[config.mk]
export PLATFORM = sky130hd
export DESIGN_NAME = dmarq_top
export DESIGN_NICKNAME = d
export VERILOG_FILES = /design/src/rtl/dmarq_pkg.sv /design/src/rtl/dmarq_rst_sync.sv /design/src/rtl/dmarq_regs.sv /design/src/rtl/dmarq_seq.sv /design/src/rtl/dmarq_drv.sv /design/src/rtl/dmarq_top.sv
export SDC_FILE = /design/constraint.sdc
export NUM_CORES = 1
export LEC_CHECK = 0
export BUFFER_PORTS_ARGS = -buffer_cell sky130_fd_sc_hd__buf_2
export CORE_MARGIN = 3
export CORE_UTILIZATION = 45
export DETAILED_ROUTE_END_ITERATION = 16
export GPL_TIMING_DRIVEN = 0
export HOLD_SLACK_MARGIN = 0.03
export PLACE_DENSITY = 0.79
export SYNTH_ARGS = -nofsm -noshare
export SYNTH_HDL_FRONTEND = slang
export SYNTH_SLANG_ARGS = --single-unit
[constraint.sdc]
create_clock -name clk -period 2 [get_ports clk]
set_clock_uncertainty 0.2 [all_clocks]
set_input_delay 0.3 -clock clk [delete_from_list [all_inputs] [get_ports clk]]
set_output_delay 0.3 -clock clk [all_outputs]
set_load 0.01 [all_outputs]
[src/rtl/dmarq_pkg.sv]
package dmarq_pkg;
  localparam int REG_W   = 16;
  localparam int PW_W    = 5;
  localparam int EN_BIT  = 0;
  localparam int POL_BIT = 1;
  localparam int MOD_BIT = 2;
  localparam int PW_LSB  = 4;
  localparam int PW_MSB  = PW_LSB + PW_W - 1;
  localparam logic [PW_W-1:0] PW_RST = 5'd4;

  typedef struct packed {
    logic [PW_W-1:0] pw;
    logic            pulse_m;
    logic            pol;
    logic            en;
  } ctrl_t;

  typedef enum logic [1:0] {
    ST_IDLE  = 2'd0,
    ST_LEVEL = 2'd1,
    ST_PULSE = 2'd2
  } rq_state_e;
endpackage

[src/rtl/dmarq_rst_sync.sv]
module dmarq_rst_sync #(
  parameter int STAGES = 2
) (
  input  logic clk,
  input  logic arst_n,
  output logic srst_n
);
  logic [STAGES-1:0] sh_q;
  logic [STAGES-1:0] sh_d;

  always_comb begin
    sh_d = {sh_q[STAGES-2:0], 1'b1};
  end

  always_ff @(posedge clk or negedge arst_n) begin
    if (!arst_n) sh_q <= '0;
    else         sh_q <= sh_d;
  end

  assign srst_n = sh_q[STAGES-1];
endmodule

[src/rtl/dmarq_regs.sv]
module dmarq_regs
  import dmarq_pkg::*;
#(
  parameter int ADDR_W = 16,
  parameter int N_WIN  = 2,
  parameter logic [N_WIN*ADDR_W-1:0] WIN_OFS = {16'h940E, 16'h140E}
) (
  input  logic              clk,
  input  logic              rst_n,
  input  logic              wr,
  input  logic [ADDR_W-1:0] addr,
  input  logic [REG_W-1:0]  wdata,
  output ctrl_t             ctrl,
  output logic [REG_W-1:0]  rdata
);
  logic [N_WIN-1:0] win_hit;
  logic             hit;
  logic             wr_en;
  ctrl_t            ctrl_q;
  ctrl_t            ctrl_d;
  logic             unused_wbits;

  for (genvar g = 0; g < N_WIN; g++) begin : g_win
    assign win_hit[g] = (addr == WIN_OFS[g*ADDR_W +: ADDR_W]);
  end

  assign hit   = |win_hit;
  assign wr_en = wr & hit;
  assign unused_wbits = ^{wdata[REG_W-1:PW_MSB+1], wdata[PW_LSB-1:MOD_BIT+1]};

  always_comb begin
    ctrl_d = ctrl_q;
    if (wr_en) begin
      ctrl_d.en      = wdata[EN_BIT];
      ctrl_d.pol     = wdata[POL_BIT];
      ctrl_d.pulse_m = wdata[MOD_BIT];
      ctrl_d.pw      = wdata[PW_MSB:PW_LSB];
    end
  end

  always_ff @(posedge clk or negedge rst_n) begin
    if (!rst_n) begin
      ctrl_q.en      <= 1'b0;
      ctrl_q.pol     <= 1'b1;
      ctrl_q.pulse_m <= 1'b0;
      ctrl_q.pw      <= PW_RST;
    end else if (wr_en) begin
      ctrl_q <= ctrl_d;
    end
  end

  always_comb begin
    rdata = '0;
    if (hit) begin
      rdata[EN_BIT]        = ctrl_q.en;
      rdata[POL_BIT]       = ctrl_q.pol;
      rdata[MOD_BIT]       = ctrl_q.pulse_m;
      rdata[PW_MSB:PW_LSB] = ctrl_q.pw;
    end
  end

  assign ctrl = ctrl_q;
endmodule

[src/rtl/dmarq_seq.sv]
module dmarq_seq
  import dmarq_pkg::*;
(
  input  logic            clk,
  input  logic            rst_n,
  input  ctrl_t           ctrl,
  input  logic            data_ready,
  input  logic            negate,
  output rq_state_e       st,
  output logic [PW_W-1:0] cnt,
  output logic            active
);
  rq_state_e       st_q, st_d;
  logic [PW_W-1:0] cnt_q, cnt_d;
  logic            start;

  assign start = data_ready && (ctrl.pw != '0);

  always_comb begin
    st_d  = st_q;
    cnt_d = cnt_q;
    if (!ctrl.en) begin
      st_d  = ST_IDLE;
      cnt_d = '0;
    end else begin
      case (st_q)
        ST_IDLE: begin
          if (start) begin
            if (ctrl.pulse_m) begin
              st_d  = ST_PULSE;
              cnt_d = ctrl.pw;
            end else begin
              st_d  = ST_LEVEL;
            end
          end
        end
        ST_LEVEL: begin
          if (negate) st_d = ST_IDLE;
        end
        ST_PULSE: begin
          if (cnt_q <= 5'd1) begin
            st_d  = ST_IDLE;
            cnt_d = '0;
          end else begin
            cnt_d = cnt_q - 5'd1;
          end
        end
        default: begin
          st_d  = ST_IDLE;
          cnt_d = '0;
        end
      endcase
    end
  end

  always_ff @(posedge clk or negedge rst_n) begin
    if (!rst_n) begin
      st_q  <= ST_IDLE;
      cnt_q <= '0;
    end else begin
      st_q  <= st_d;
      cnt_q <= cnt_d;
    end
  end

  assign st     = st_q;
  assign cnt    = cnt_q;
  assign active = (st_q != ST_IDLE) && ctrl.en;
endmodule

[src/rtl/dmarq_drv.sv]
module dmarq_drv (
  input  logic active,
  input  logic pol,
  output logic req
);
  always_comb begin
    if (active) req = ~pol;
    else        req = pol;
  end
endmodule

[src/rtl/dmarq_top.sv]
module dmarq_top
  import dmarq_pkg::*;
#(
  parameter int ADDR_W = 16,
  parameter int SYNC_STAGES = 2
) (
  input  logic              clk,
  input  logic              rst_n,
  input  logic              reg_wr,
  input  logic [ADDR_W-1:0] reg_addr,
  input  logic [REG_W-1:0]  reg_wdata,
  output logic [REG_W-1:0]  reg_rdata,
  input  logic              data_ready,
  input  logic              negate,
  output logic              dma_req
);
  logic            rst_sync_n;
  ctrl_t           ctrl_w;
  rq_state_e       st_w;
  logic [PW_W-1:0] cnt_w;
  logic            act_w;

  dmarq_rst_sync #(.STAGES(SYNC_STAGES)) u_rst (
    .clk    (clk),
    .arst_n (rst_n),
    .srst_n (rst_sync_n)
  );

  dmarq_regs #(.ADDR_W(ADDR_W)) u_regs (
    .clk   (clk),
    .rst_n (rst_sync_n),
    .wr    (reg_wr),
    .addr  (reg_addr),
    .wdata (reg_wdata),
    .ctrl  (ctrl_w),
    .rdata (reg_rdata)
  );

  dmarq_seq u_seq (
    .clk        (clk),
    .rst_n      (rst_sync_n),
    .ctrl       (ctrl_w),
    .data_ready (data_ready),
    .negate     (negate),
    .st         (st_w),
    .cnt        (cnt_w),
    .active     (act_w)
  );

  dmarq_drv u_drv (
    .active (act_w),
    .pol    (ctrl_w.pol),
    .req    (dma_req)
  );
endmodule

==> out/metrics.sh <==
GRT_USE_TOTAL_PCT=21.7
CRITICAL_PATH.CELL_CHAIN='buf_6, or4b_4, nor4_4, buf_4, and2_4, buf_6'
INSERTEDDIODECOUNT=0
HOLD_PATH_CLASS='in2reg'
MAXSLEWHEADROOM_PCT=58.4
INITIAL_ANTENNA_VIOLATION_COUNT=0
POST-ROUTE-DRC-COUNT=0
SYNTH-SEQ-CELLS=17
INITIAL_CORE_UTIL_PCT=50.5
NUMPORTBUFFERS=36
CTS_MAX_PATH_BUFFERS=2
TIMING.CRITICAL_PATH.FROM='reg_addr[14]'
PIN_COUNT=54
GRT_REMAINING_OVERFLOW=0
SYNTHFLOPTYPE='dfrtp_1'
SYNTHESIS.AREA_UM2=1060
POST-ROUTE-PERIOD-UTIL_PCT=108
DIE_AREA_UM2=2980
VIA_COUNT_OF_THE_FIRST_GLOBAL_ROUTING_PASS=962
WORSTSKEWPAIRLATENCY_NS=0.30
GRT_MAX_DEGREE=16
FINALWIRELENGTH_UM=3000
WORST_PIN_SLEW_NS=0.624
GRT_SETUP_UNREPAIRED='yes'
OUTCOME='finished with violations'
DRT-VIAS-PER-INSTANCE=5.27
FINAL-INSTANCE-COUNT-EXCL-FILL=181
SYNTH_EDF_COUNT=0
DRT-WIRELENGTH-PER-CELL_UM=16.5
FAMILY_WITH_THE_MOST_DELAY_ON_THE_WORST_PATH='simple AND/OR/NAND/NOR gates'
CRIT_SLOWEST_CELL='or4b_4'
SYNTHESIS.AREA_PER_INSTANCE_UM2=10.8
CRITICAL_PATH_REQUIRED_NS=1.50
POST-LAYOUT-TOTAL-POWER_mW=0.619
FILLCELLCOUNT=146
LAYOUT_SETUP_WS_NS=-0.154
HTREEDEPTH=1
POST_ROUTE_CELLS_DRIVE_ABOVE_1_SHARE_PCT=49.4
LAYOUT.CELLS.MOST_COMMON='buf_2'
WIRE_LENGTH_OF_THE_FIRST_GLOBAL_ROUTING_PASS_UM=4490
CLOCK-SINKS=17
AREA_GROWTH_PCT=41.7
HOLD_SLACK_NS=0.0403
DRT-INITIAL-DRC-COUNT=25
VIAS=953
WORST_SETUP_PATH_START_KIND='primary input'
TRITONCTS='yes'
CTS_INSERTED_BUFFERS=3
POST-PLACE-CELLS=168
SYNTH_INSTANCES=98
DETAILED_PLACE_HPWL_UM=1780
CLKSLEWWORSTSETUPHOLDPATHS_NS=0.11
CRITPATHMOSTFREQUENTCELL='buf_6'
CRITICALPATHCATEGORY='in2out'
FINISH.NET_COUNT=194
SYNTH-SEQ-AREA-SHARE_PCT=40.3
PLACE.GP.CONGESTION=0.878
CRIT_FANOUT=5
FLOORPLAN.ROWS=16
MIN-DELAY-START='reg_wdata[7]'
CRIT_END_ELEMENT='primary output'
UPPER_CLOCK_FREQUENCY_LIMIT_GHz=0.464
DETAILEDPLACE.WORSTSLACK_NS=-0.305
DIE-WIDTH_UM=54.6
CRITPATHMAXSTAGEDELAY_NS=0.53
ROUTE.ANTENNA.REMAINING_NETS=0
FINALWORSTPATHREQUIREDPERIOD_NS=2.15
P_LEAK_nW=0.744
COMMONEST_NON_FILL_NON_TAP_CELLS_IN_THE_LAYOUT='26 x buf_2, 15 x dfrtp_1, 12 x buf_4, 10 x buf_6, 9 x conb_1'
SETUP-VIOLATIONS-FINAL=9
R2R_SLACK_NS=0.10
IR_DROP_V=0.000427
ASYNC_FLOP_SHARE_PCT=100
FINAL_MAX_SLEW_VIOL_COUNT=0
PWR_DENSITY_CELL_nW_PER_UM2=411
CAP_VIOL_MAX_COUNT=0
DRT_PRE_ANTENNA_ITERS=4
FP.DIEH_UM=54.6
WORST_EP_ARRIVAL_TIME_NS=1.65
POSTPLACECELLAREA_UM2=1300
CRITPATHBUFINV=3
FINALHOLDVIOLATIONS=0
SYNTH-WARNING-COUNT=0
REG2REG_FROM='u_seq.cnt[1]'
FINAL_CELL_AREA_UM2=1510
POST_SYNTH_NUM_CELL_TYPES=38
VIOLATED_CHECKS='setup timing'
CORE_UM2=2100
CLOCKROOTBUFFER='clkbuf_4'
## sequential cells by signal (all words and copies together), names as in the netlist
signal	cells
u_seq.cnt	5
u_rst.sh_q	2
u_regs.ctrl	8
u_seq.st	2
## power by group
group          switching, mW  total, mW  internal, mW
Sequential           0.00619      0.352         0.346
Clock                  0.121      0.195        0.0744
Combinational         0.0275     0.0719        0.0444
## cell type report
type                       count  area (um2)  share of cell area (%)
multi-input combinational     75         608                    40.4
sequential                    17         428                    28.4
timing repair buffer          46         333                    22.1
buffer                         8        60.1                    3.99
tap                           27        33.8                    2.24
clock buffer                   3        22.5                    1.50
inverter                       4        15.0                   0.998
clock inverter                 1        5.00                   0.333
## Yosys cell counts (3+ instances only)
cell / number / share of area, %
a21oi_1: 4 / 1.9
nor3_1: 3 / 1.4
buf_4: 8 / 5.7
mux2_2: 8 / 8.5
dfrtp_1: 15 / 35
inv_1: 4 / 1.4
nor2b_1: 4 / 2.4
and2_2: 8 / 5.7
## kinds of logic after synthesis
logic type      share of synthesized area (%)
xor+xnor                                0.825
mux                                      10.4
simple gates                             26.1
fa+ha+maj                                2.36
other cells                             0.707
flops                                    40.3
buf+inv                                  7.42
compound gates                           11.9
## per-stage QoR
step           util (%)  TNS [ns]
5_1_grt            71.6     -1.66
4_1_cts            69.5     -1.13
2_1_floorplan         -         0
6_report           71.6     -1.15
3_5_place_dp       62.0     -4.22
3_3_place_gp       62.0     -3.31
## repair_timing
action / in CTS / in global routing
setup buffers: 3 / 1
gates resized for setup: 16 / 7
hold buffers: 4 / 2
endpoints found under the setup margin: 9 / 18
gates cloned: 1 / 0
pin swaps: 5 / 2
hold endpoints to repair: 5 / 2
## worst paths after layout
check                            endpoint  depth (start not counted)
max                          reg_rdata[0]                          6
min                        u_regs.ctrl[6]                          2
max reg2reg                  u_seq.cnt[4]                          6
min reg2reg                  u_seq.cnt[0]                          0
max in group asynchronous  u_regs.ctrl[2]                          0
min in group asynchronous    u_seq.cnt[0]                          0
## metal layers
layer | routed length (um) | GRT usage [%] | share of wire, %
met3 | 186 | 5.72 | 6.2
met1 | 1190 | 25.4 | 40
met4 | 23 | 9.96 | 0.77
met2 | 1590 | 36.6 | 53
met5 | 0 | 0 | 0
No activity file was read; power rests on OpenSTA's default activity.
